## config.mk

```make
export PLATFORM = sky130hd
export DESIGN_NAME = wb_shared_bus
export DESIGN_NICKNAME = d
export VERILOG_FILES = /design/src/rtl/wbic_pkg.sv /design/src/rtl/wbic_arbiter.sv /design/src/rtl/wbic_decoder.sv /design/src/rtl/wbic_miss_resp.sv /design/src/rtl/wb_shared_bus.sv
export SDC_FILE = /design/constraint.sdc
export NUM_CORES = 1
export LEC_CHECK = 0
export ABC_CLOCK_PERIOD_IN_PS = 2930
export CORE_AREA = 4 4 178 180
export CTS_BUF_LIST = sky130_fd_sc_hd__clkbuf_8
export DETAILED_ROUTE_END_ITERATION = 8
export DIE_AREA = 0 0 182 184
export GPL_TIMING_DRIVEN = 0
export PLACE_DENSITY = 0.39
export SETUP_SLACK_MARGIN = 0.3
export SLEW_MARGIN = 15
export SYNTH_ARGS = -nofsm -noshare
export SYNTH_HDL_FRONTEND = slang
export SYNTH_SLANG_ARGS = --single-unit
```

## constraint.sdc

```tcl
create_clock -name clk_i -period 2.93 [get_ports clk_i]
set_clock_uncertainty 0.1 [all_clocks]
set_input_delay 0.586 -clock clk_i [delete_from_list [all_inputs] [get_ports clk_i]]
set_output_delay 0.586 -clock clk_i [all_outputs]
set_load 0.02 [all_outputs]
```

## src/rtl/wbic_pkg.sv

```systemverilog
package wbic_pkg;
  typedef enum logic {
    ARB_IDLE = 1'b0,
    ARB_HELD = 1'b1
  } arb_state_e;

  // Window hit: the bits under the mask agree between address and base.
  function automatic logic addr_in_window(input logic [63:0] adr,
                                          input logic [63:0] base,
                                          input logic [63:0] mask);
    return ((adr ^ base) & mask) == 64'd0;
  endfunction
endpackage

```

## src/rtl/wbic_arbiter.sv

```systemverilog
module wbic_arbiter #(
  parameter int NM = 3,
  localparam int GW = (NM > 1) ? $clog2(NM) : 1
) (
  input  logic          clk_i,
  input  logic          rst_ni,
  input  logic [NM-1:0] req_i,
  output logic          held_o,
  output logic [GW-1:0] gnt_o
);
  import wbic_pkg::*;

  arb_state_e    state_q;
  logic [GW-1:0] gnt_q;
  logic [GW-1:0] pick;
  logic          any_req;
  logic          owner_req;

  // Lowest-indexed requester wins.
  always_comb begin
    pick = '0;
    for (int i = NM - 1; i >= 0; i--) begin
      if (req_i[i]) pick = GW'(i);
    end
  end

  assign any_req   = |req_i;
  assign owner_req = req_i[gnt_q];

  always_ff @(posedge clk_i or negedge rst_ni) begin
    if (!rst_ni) begin
      state_q <= ARB_IDLE;
      gnt_q   <= '0;
    end else begin
      unique case (state_q)
        ARB_IDLE: if (any_req) begin
          state_q <= ARB_HELD;
          gnt_q   <= pick;
        end
        ARB_HELD: if (!owner_req) state_q <= ARB_IDLE;
        default:  state_q <= ARB_IDLE;
      endcase
    end
  end

  assign held_o = (state_q == ARB_HELD);
  assign gnt_o  = gnt_q;

  // a grant out of idle goes to the lowest requester of the previous cycle
  a_r3_lowest_wins: assert property (@(posedge clk_i) disable iff (!rst_ni)
    (!held_o && any_req) |=> (held_o && gnt_o == $past(pick)));
  // ownership is kept while the owner holds cyc
  a_r4_hold_bus: assert property (@(posedge clk_i) disable iff (!rst_ni)
    (held_o && owner_req) |=> (held_o && $stable(gnt_o)));
  // release of cyc returns the arbiter to idle
  a_r5_release: assert property (@(posedge clk_i) disable iff (!rst_ni)
    (held_o && !owner_req) |=> !held_o);
endmodule

```

## src/rtl/wbic_decoder.sv

```systemverilog
module wbic_decoder #(
  parameter int             NS   = 2,
  parameter int             AW   = 32,
  parameter logic [NS*AW-1:0] BASE = {32'h5000_0000, 32'h4000_0000},
  parameter logic [NS*AW-1:0] MASK = {32'hF000_0000, 32'hF000_0000}
) (
  input  logic [AW-1:0] adr_i,
  output logic [NS-1:0] hit_o,
  output logic          miss_o
);
  import wbic_pkg::*;

  logic [NS-1:0] raw;

  for (genvar j = 0; j < NS; j++) begin : g_win
    assign raw[j] = addr_in_window(64'(adr_i), 64'(BASE[j*AW +: AW]),
                                   64'(MASK[j*AW +: AW]));
  end

  // First matching window takes the access.
  always_comb begin
    hit_o = '0;
    for (int j = NS - 1; j >= 0; j--) begin
      if (raw[j]) hit_o = NS'(1) << j;
    end
  end

  assign miss_o = ~|raw;
endmodule

```

## src/rtl/wbic_miss_resp.sv

```systemverilog
module wbic_miss_resp (
  input  logic clk_i,
  input  logic rst_ni,
  input  logic take_i,
  input  logic own_i,
  output logic err_o
);
  logic pend_q;

  always_ff @(posedge clk_i or negedge rst_ni) begin
    if (!rst_ni) pend_q <= 1'b0;
    else         pend_q <= take_i;
  end

  assign err_o = pend_q & own_i;

  // an accepted unmapped strobe is answered in the next cycle
  a_r10_miss_err: assert property (@(posedge clk_i) disable iff (!rst_ni)
    take_i |=> (err_o || !own_i));
endmodule

```

## src/rtl/wb_shared_bus.sv

```systemverilog
module wb_shared_bus #(
  parameter int NM = 3,
  parameter int NS = 2,
  parameter int AW = 32,
  parameter int DW = 32,
  parameter logic [NS*AW-1:0] SLV_BASE = {32'h5000_0000, 32'h4000_0000},
  parameter logic [NS*AW-1:0] SLV_MASK = {32'hF000_0000, 32'hF000_0000},
  localparam int SW = DW / 8,
  localparam int GW = (NM > 1) ? $clog2(NM) : 1
) (
  input  logic             clk_i,
  input  logic             rst_ni,
  input  logic [NM-1:0]    m_cyc_i,
  input  logic [NM-1:0]    m_stb_i,
  input  logic [NM-1:0]    m_we_i,
  input  logic [NM*AW-1:0] m_adr_i,
  input  logic [NM*DW-1:0] m_dat_i,
  input  logic [NM*SW-1:0] m_sel_i,
  output logic [NM*DW-1:0] m_dat_o,
  output logic [NM-1:0]    m_ack_o,
  output logic [NM-1:0]    m_err_o,
  output logic [NM-1:0]    m_stall_o,
  output logic [NS-1:0]    s_cyc_o,
  output logic [NS-1:0]    s_stb_o,
  output logic             s_we_o,
  output logic [AW-1:0]    s_adr_o,
  output logic [DW-1:0]    s_dat_o,
  output logic [SW-1:0]    s_sel_o,
  input  logic [NS*DW-1:0] s_dat_i,
  input  logic [NS-1:0]    s_ack_i,
  input  logic [NS-1:0]    s_err_i,
  input  logic [NS-1:0]    s_stall_i
);
  logic          held;
  logic [GW-1:0] gnt;
  logic          own;
  logic          own_stb;
  logic [AW-1:0] g_adr;
  logic [DW-1:0] g_dat;
  logic [SW-1:0] g_sel;
  logic          g_we;
  logic          g_cyc;
  logic          g_stb;
  logic [NS-1:0] hit;
  logic          miss;
  logic          miss_take;
  logic          miss_err;
  logic          r_ack, r_err, r_stall;
  logic [DW-1:0] r_dat;

  wbic_arbiter #(.NM(NM)) u_arb (
    .clk_i (clk_i),
    .rst_ni(rst_ni),
    .req_i (m_cyc_i),
    .held_o(held),
    .gnt_o (gnt)
  );

  // Forward path: pick the owner's fields.
  always_comb begin
    g_adr = '0; g_dat = '0; g_sel = '0; g_we = 1'b0; g_cyc = 1'b0; g_stb = 1'b0;
    for (int i = 0; i < NM; i++) begin
      if (gnt == GW'(i)) begin
        g_adr = m_adr_i[i*AW +: AW];
        g_dat = m_dat_i[i*DW +: DW];
        g_sel = m_sel_i[i*SW +: SW];
        g_we  = m_we_i[i];
        g_cyc = m_cyc_i[i];
        g_stb = m_stb_i[i];
      end
    end
  end

  assign own     = held & g_cyc;
  assign own_stb = own & g_stb;

  wbic_decoder #(.NS(NS), .AW(AW), .BASE(SLV_BASE), .MASK(SLV_MASK)) u_dec (
    .adr_i (g_adr),
    .hit_o (hit),
    .miss_o(miss)
  );

  assign s_cyc_o = own     ? hit : '0;
  assign s_stb_o = own_stb ? hit : '0;
  assign s_we_o  = g_we;
  assign s_adr_o = g_adr;
  assign s_dat_o = g_dat;
  assign s_sel_o = g_sel;

  assign miss_take = own_stb & miss;

  wbic_miss_resp u_miss (
    .clk_i (clk_i),
    .rst_ni(rst_ni),
    .take_i(miss_take),
    .own_i (own),
    .err_o (miss_err)
  );

  // Return path: selected slave's response.
  assign r_ack   = |(s_ack_i & hit);
  assign r_err   = |(s_err_i & hit);
  assign r_stall = |(s_stall_i & hit);

  always_comb begin
    r_dat = '0;
    for (int j = 0; j < NS; j++) begin
      if (hit[j]) r_dat = r_dat | s_dat_i[j*DW +: DW];
    end
  end

  for (genvar i = 0; i < NM; i++) begin : g_mst
    logic is_owner;
    assign is_owner          = held && (gnt == GW'(i));
    assign m_ack_o[i]        = is_owner & r_ack;
    assign m_err_o[i]        = is_owner & (r_err | miss_err);
    assign m_stall_o[i]      = is_owner ? r_stall : 1'b1;
    assign m_dat_o[i*DW +: DW] = r_dat;

    // masters without the bus are stalled and get no response
    a_r9_idle_master: assert property (@(posedge clk_i) disable iff (!rst_ni)
      !is_owner |-> (m_stall_o[i] && !m_ack_o[i] && !m_err_o[i]));
  end

  // at most one slave sees a cycle
  a_r6_one_slave: assert property (@(posedge clk_i) disable iff (!rst_ni)
    $onehot0(s_cyc_o));
  // a strobe only goes to a slave that also sees cyc
  a_r6_stb_in_cyc: assert property (@(posedge clk_i) disable iff (!rst_ni)
    (s_stb_o & ~s_cyc_o) == '0);
  // exactly the owner can be unstalled, so at most one master at a time
  a_r9_single_owner: assert property (@(posedge clk_i) disable iff (!rst_ni)
    $countones(~m_stall_o) <= 1);
endmodule

```

# Word level (Yosys, flattened, before mapping)

Cells that the tools add are included.

Register bits after elaboration: 4
Logic and storage cells: 72
Output and inout bits: 178
Bits of input ports: 285

Order comparisons: 1
Bitwise operators: 18
Eq/ne operators: 2
Mux-type cells: 35
Reductions and logical operators: 13

Operator list:

| cell                                                | number |
|---|---|
| two-way mux 32 bit                                  | 8 |
| logical NOT 64 bit                                  | 2 |
| OR 32 bit                                           | 1 |
| two-way mux 1 bit                                   | 15 |
| two-way mux 2 bit                                   | 7 |
| two-way mux 4 bit                                   | 3 |
| AND 1 bit                                           | 10 |
| OR reduction 2 bit                                  | 4 |
| AND 2 bit                                           | 3 |
| logical AND 1 bit                                   | 3 |
| < comparator 2 x 3 -> 1 bit, second input constant  | 1 |
| OR reduction 3 bit                                  | 1 |
| binary-select mux 1 bit (select 2 bit)              | 1 |
| equality test 2 x 1 -> 1 bit, second input constant | 1 |
| equality test 2 bit, second input constant          | 1 |
| logical NOT 2 bit                                   | 1 |
| inverter 1 bit                                      | 2 |
| inverter 2 bit                                      | 1 |
| one-hot mux 1 bit (2 select lines)                  | 1 |
| AND reduction 2 bit                                 | 1 |
| logical NOT 1 bit                                   | 1 |
| OR 1 bit                                            | 1 |

# Longest topological paths before layout

Word-level depth: 12
Depth in mapped cells: 9
Gate-level depth less buffers: 5

# Cells and area by module

From an unflattened synthesis, not the netlist that was laid out.

Cells, all modules: 386
Area, all modules: 2717.6 um^2

Modules (own cells, without submodules):

| module         | instances | area an instance (um^2) | seq. area each (um^2) | cells each |
|---|---|---|---|---|
| wb_shared_bus  | 1         | 2503.7                  | 0.0                   | 364 |
| wbic_arbiter   | 1         | 152.6                   | 75.1                  | 17 |
| wbic_miss_resp | 1         | 31.3                    | 25.0                  | 2 |
| wbic_decoder   | 1         | 30.0                    | 0.0                   | 3 |

# Worst setup path before layout

OpenSTA, ideal clock, no wires.

Kind: in2out
Start point: input m_adr_i[28]
End point: output m_dat_o[33]
Data arrival time: 2063 ps
Setup slack: 181 ps
Path buffers: 2
Data required time: 2244 ps
Stages: 7
Cells stage by stage: mux2i_4 a2bb2oi_4 inv_4 nor4_4 buf_6 a22o_1 buf_4

Word-level cells in the longest chain between the ends: 8
Elaborated cells between the ends (all ways): 11
Classes of those cells: 7 x mux; 2 x bitwise; 2 x reduce/logical

Ends and longest elaborated chain:

| element                                                        | RTL line                                 | RTL |
|---|---|---|
| start, declared                                                | wb_shared_bus.sv:16                      | `input logic [NM*AW-1:0] m_adr_i,` |
| two-way mux 32 bit * (3 in series)                             | wb_shared_bus.sv:63                      | `if (gnt == GW'(i)) begin` |
| named net s_adr_o[28]                                          | wb_shared_bus.sv:26                      | `output logic [AW-1:0] s_adr_o,` |
| logical NOT 64 bit / inverter 2 bit (equally long branches)    | --                                       |  |
| two-way mux 2 bit *                                            | wbic_decoder.sv:24                       | `if (raw[j]) hit_o = NS'(1) << j;` |
| two-way mux 32 bit / two-way mux 2 bit (equally long branches) | wb_shared_bus.sv:108, wbic_decoder.sv:24 |  |
| OR 32 bit / two-way mux 2 bit (equally long branches)          | wb_shared_bus.sv:108, wbic_decoder.sv:24 |  |
| two-way mux 32 bit *                                           | wb_shared_bus.sv:108                     | `if (hit[j]) r_dat = r_dat \| s_dat_i[j*DW +: DW];` |
| end, declared                                                  | wb_shared_bus.sv:19                      | `output logic [NM*DW-1:0] m_dat_o,` |

The timed path passes the listed nets; every way through them passes the cells marked *.

# Final worst setup path

Start point: register u_arb.gnt_q[1], in the netlist u_arb.gnt_o[1]
End point: output m_err_o[1]

Word-level cells in the longest chain between the ends: 12
Elaborated cells between the ends (all ways): 22
Classes of those cells: 2 x eq/ne; 8 x mux; 7 x bitwise; 5 x reduce/logical

Ends and longest elaborated chain:

| element                          | RTL line             | RTL |
|---|---|---|
| start, declared                  | wbic_arbiter.sv:14   | `logic [GW-1:0] gnt_q;` |
| start signal, assigned           | wbic_arbiter.sv:38   | `gnt_q <= pick;` |
| logical NOT 2 bit                | wb_shared_bus.sv:63  |  |
| two-way mux 32 bit (3 in series) | wb_shared_bus.sv:63  |  |
| inverter 2 bit (no line)         | --                   |  |
| logical NOT 64 bit               | wbic_pkg.sv:11       | `return ((adr ^ base) & mask) == 64'd0;` |
| two-way mux 2 bit (2 in series)  | wbic_decoder.sv:24   |  |
| AND 2 bit                        | wb_shared_bus.sv:102 | `assign r_err = \|(s_err_i & hit);` |
| OR reduction 2 bit               | wb_shared_bus.sv:102 |  |
| OR 1 bit                         | wb_shared_bus.sv:116 | `assign m_err_o[i] = is_owner & (r_err \| miss_err);` |
| AND 1 bit *                      | wb_shared_bus.sv:116 |  |
| end, declared                    | wb_shared_bus.sv:21  | `output logic [NM-1:0] m_err_o,` |

Every way passes the cells marked *; elsewhere a longest branch is shown, timed or not.

==> metrics <==
worst path arrival time 2350 ps; status finished, violations left; detailed placer's ending HPWL 19900 um; Cell variety after synth 30; register area share after synthesis 3.70%; Antenna Violating Nets Remaining 0; Core Area 30200 um2; pin count of the biggest net entering global routing 11; Final WS setup -105 ps; final WL 23900 um; Die Footprint 33500 um2; Hold Buf Count CTS 0; Layout Cells excl Fill 1292; global-route wire length before repair 32000 um; initial antenna violation count 1; DR WL/cell 18.5 um; Slew HR 63.9%; power per cell area 813 nW/um2; Fmax 330 MHz; Synth Net Count 668; number of fill cells 3225; Worst Hold Class in -> async; failing checks negative setup slack; clock sinks 4; RSZ-0062 raised after global routing yes; maximum vdd drop 0.000301 V; total gr overflow 0; CP max stage delay 410 ps; Final Cycle Share 104%; Post-synth ARST share 100%; CP cell instances buf_6 > buf_12 > mux2i_4 > a2bb2oi_4 > or3_4 > buf_4 > buf_6 > buf_6 > o32ai_4 > buf_6; H-Tree Depth 1; Max Buffers Root-to-Sink 2; Most common cell on crit path buf_6; Pleak 4.01 nW; routing usage on met3 3.13%; Remaining DRCs 0; tightest hold margin 488 ps; area occupied by multi-input gates 2500 um2; register area 101 um2; IO Port Bufs 462; RePlAce Congestion 0.774; launching element type of the critical path register; DRT Pass-1 Iters 4; count of state elements after synthesis 4; number of flops mapped to enable cells by yosys 0; Die Y 184 um; ant diodes 0; R2R setup slack 1030 ps; post-route minimum period 3030 ps; Slowest cell on crit path or3_4; Post-Syn Area 2710 um2; ratio of cells with drive above 1 in the final layout 43.9%; Vias/cell 3.70; Cells after Synth 383; synth warn 0; Vias 4780; Top FF cell, synth dfrtp_1; met2 usage 25.0%; Placed Instances 1241; CTS root buffer clkbuf_8; clock-pin slew on the worst setup and hold paths 30 ps; Critical Path End Type primary output; Area growth, synth to finish 246%; Crit Path Class reg -> out; pin slew with the least headroom to its limit 541 ps; max-slew violations 0; initial core utilization 8.96%; # setup viols final 41; max-cap violation count 0; syn_area_per_cell 7.06 um2; Rows 64; Worst-Skew Late Latency 220 ps; hold violation count in the final report 0; CTS tree built; global-route usage over all layers 12.6%; CTS buffer count 3; Post-layout nets 1183; met1 Use GR 13.5%; vias in the first global route 4960; first-iteration detailed-routing DRC count 107; most used routing layer met2; Ports 463; Die X 182 um; Critical Path RT 2240 ps; CP Max Fanout 6
## worst max-delay path, delay by kind of cell (launching register included)
family,cells,cell delay (ps)
flip-flops,1,360
buffers and inverters,6,790
AND/OR/NAND/NOR,1,410
multiplexers,1,180
AO/OA/AOI/OAI,2,390
## flip-flops by register name, indices dropped and copies added (netlist names)
register / cells
u_arb.gnt_o: 2
u_arb.held_o: 1
u_miss.pend_q: 1
## kinds of logic after synthesis
family,count (synthesis),synth area share (%)
buffers and inverters,101,25.2
AO/OA/AOI/OAI,114,28.3
AND/OR/NAND/NOR,90,15.0
flip-flops,4,3.70
multiplexers,74,27.8
## metal layers
metal | share of wire, % | wire [um] | vias to the layer above
met1 | 36 | 8730 | 2132
met5 | 0.084 | 20 | -
met2 | 53 | 12700 | 288
li1 | - | - | 2344
met4 | 1.4 | 331 | 2
met3 | 8.8 | 2100 | 14
## cells in the mapped netlist (3+ instances only)
| master | count | area (um2) |
|---|---|---|
| mux2i_1 | 73 | 731 |
| o32ai_1 | 3 | 26.3 |
| buf_4 | 65 | 488 |
| a22o_1 | 32 | 280 |
| nor2b_1 | 3 | 18.8 |
| o21ai_0 | 66 | 330 |
| dfrtp_1 | 4 | 100 |
| clkbuf_1 | 15 | 56.3 |
| buf_2 | 8 | 40.0 |
| buf_6 | 6 | 67.6 |
| nand2_1 | 70 | 263 |
| inv_1 | 4 | 15.0 |
| o21ai_1 | 3 | 15.0 |
| nor3_1 | 8 | 40.0 |
## layout by cell type, fill, tap and decap left out, types with 11 or more instances in the layout
| cell type | instances |
|---|---|
| o21ai_1 | 29 |
| clkbuf_2 | 11 |
| buf_2 | 30 |
| o21ai_0 | 36 |
| clkdlybuf4s50_1 | 273 |
| buf_12 | 11 |
| dlygate4sd2_1 | 13 |
| a22o_4 | 32 |
| buf_6 | 187 |
| buf_4 | 56 |
| nand2_1 | 68 |
| mux2i_1 | 58 |
## cell type report
class | instances | share of cell area (%)
well taps | 396 | 5.30
repair buffers | 510 | 54.0
flip-flops and latches | 4 | 1.08
clock buffers | 3 | 0.442
multi-input cells | 278 | 26.8
plain buffers | 96 | 12.2
inverters | 5 | 0.227
## final timing paths
check	start	end	cells past startpoint
max reg2reg	u_arb.gnt_o[1]$_DFFE_PN0P_	u_miss.pend_q$_DFF_PN0_	7
min	rst_ni	u_miss.pend_q$_DFF_PN0_	1
max in group asynchronous	rst_ni	u_arb.gnt_o[0]$_DFFE_PN0P_	1
min reg2reg	u_arb.held_o$_DFF_PN0_	u_arb.held_o$_DFF_PN0_	1
min in group clk_i	u_arb.held_o$_DFF_PN0_	u_arb.held_o$_DFF_PN0_	1
max	u_arb.gnt_o[1]$_DFFE_PN0P_	m_err_o[1]	10
## metrics by stage
step / power (mW) / setup TNS, ps / util [%] / worst slack (ps) / instance area, um2
floorplan: 3.27 / 0 / - / 221 / 2740
global placement: 6.18 / -111800 / 26.0 / -902 / 7860
detailed placement: 6.15 / -113970 / 26.0 / -917 / 7860
CTS: 7.19 / -1570 / 29.7 / -80.7 / 8970
global route: 8.06 / -8740 / 31.0 / -179 / 9350
finish: 7.60 / -1780 / 31.0 / -105 / 9350
## power by group
part,switching (mW),internal [mW]
clock,0.0287,0.0876
sequential,0.0253,0.0808
combinational,3.62,3.76
## repair_timing
action / CTS / global route
endpoints found under the setup margin: 178 / 155
pin swaps: 30 / 22
gates resized for setup: 1047 / 241
gates cloned: 5 / 3
setup buffers: 30 / 10
Power figures use the tool's default switching activity.
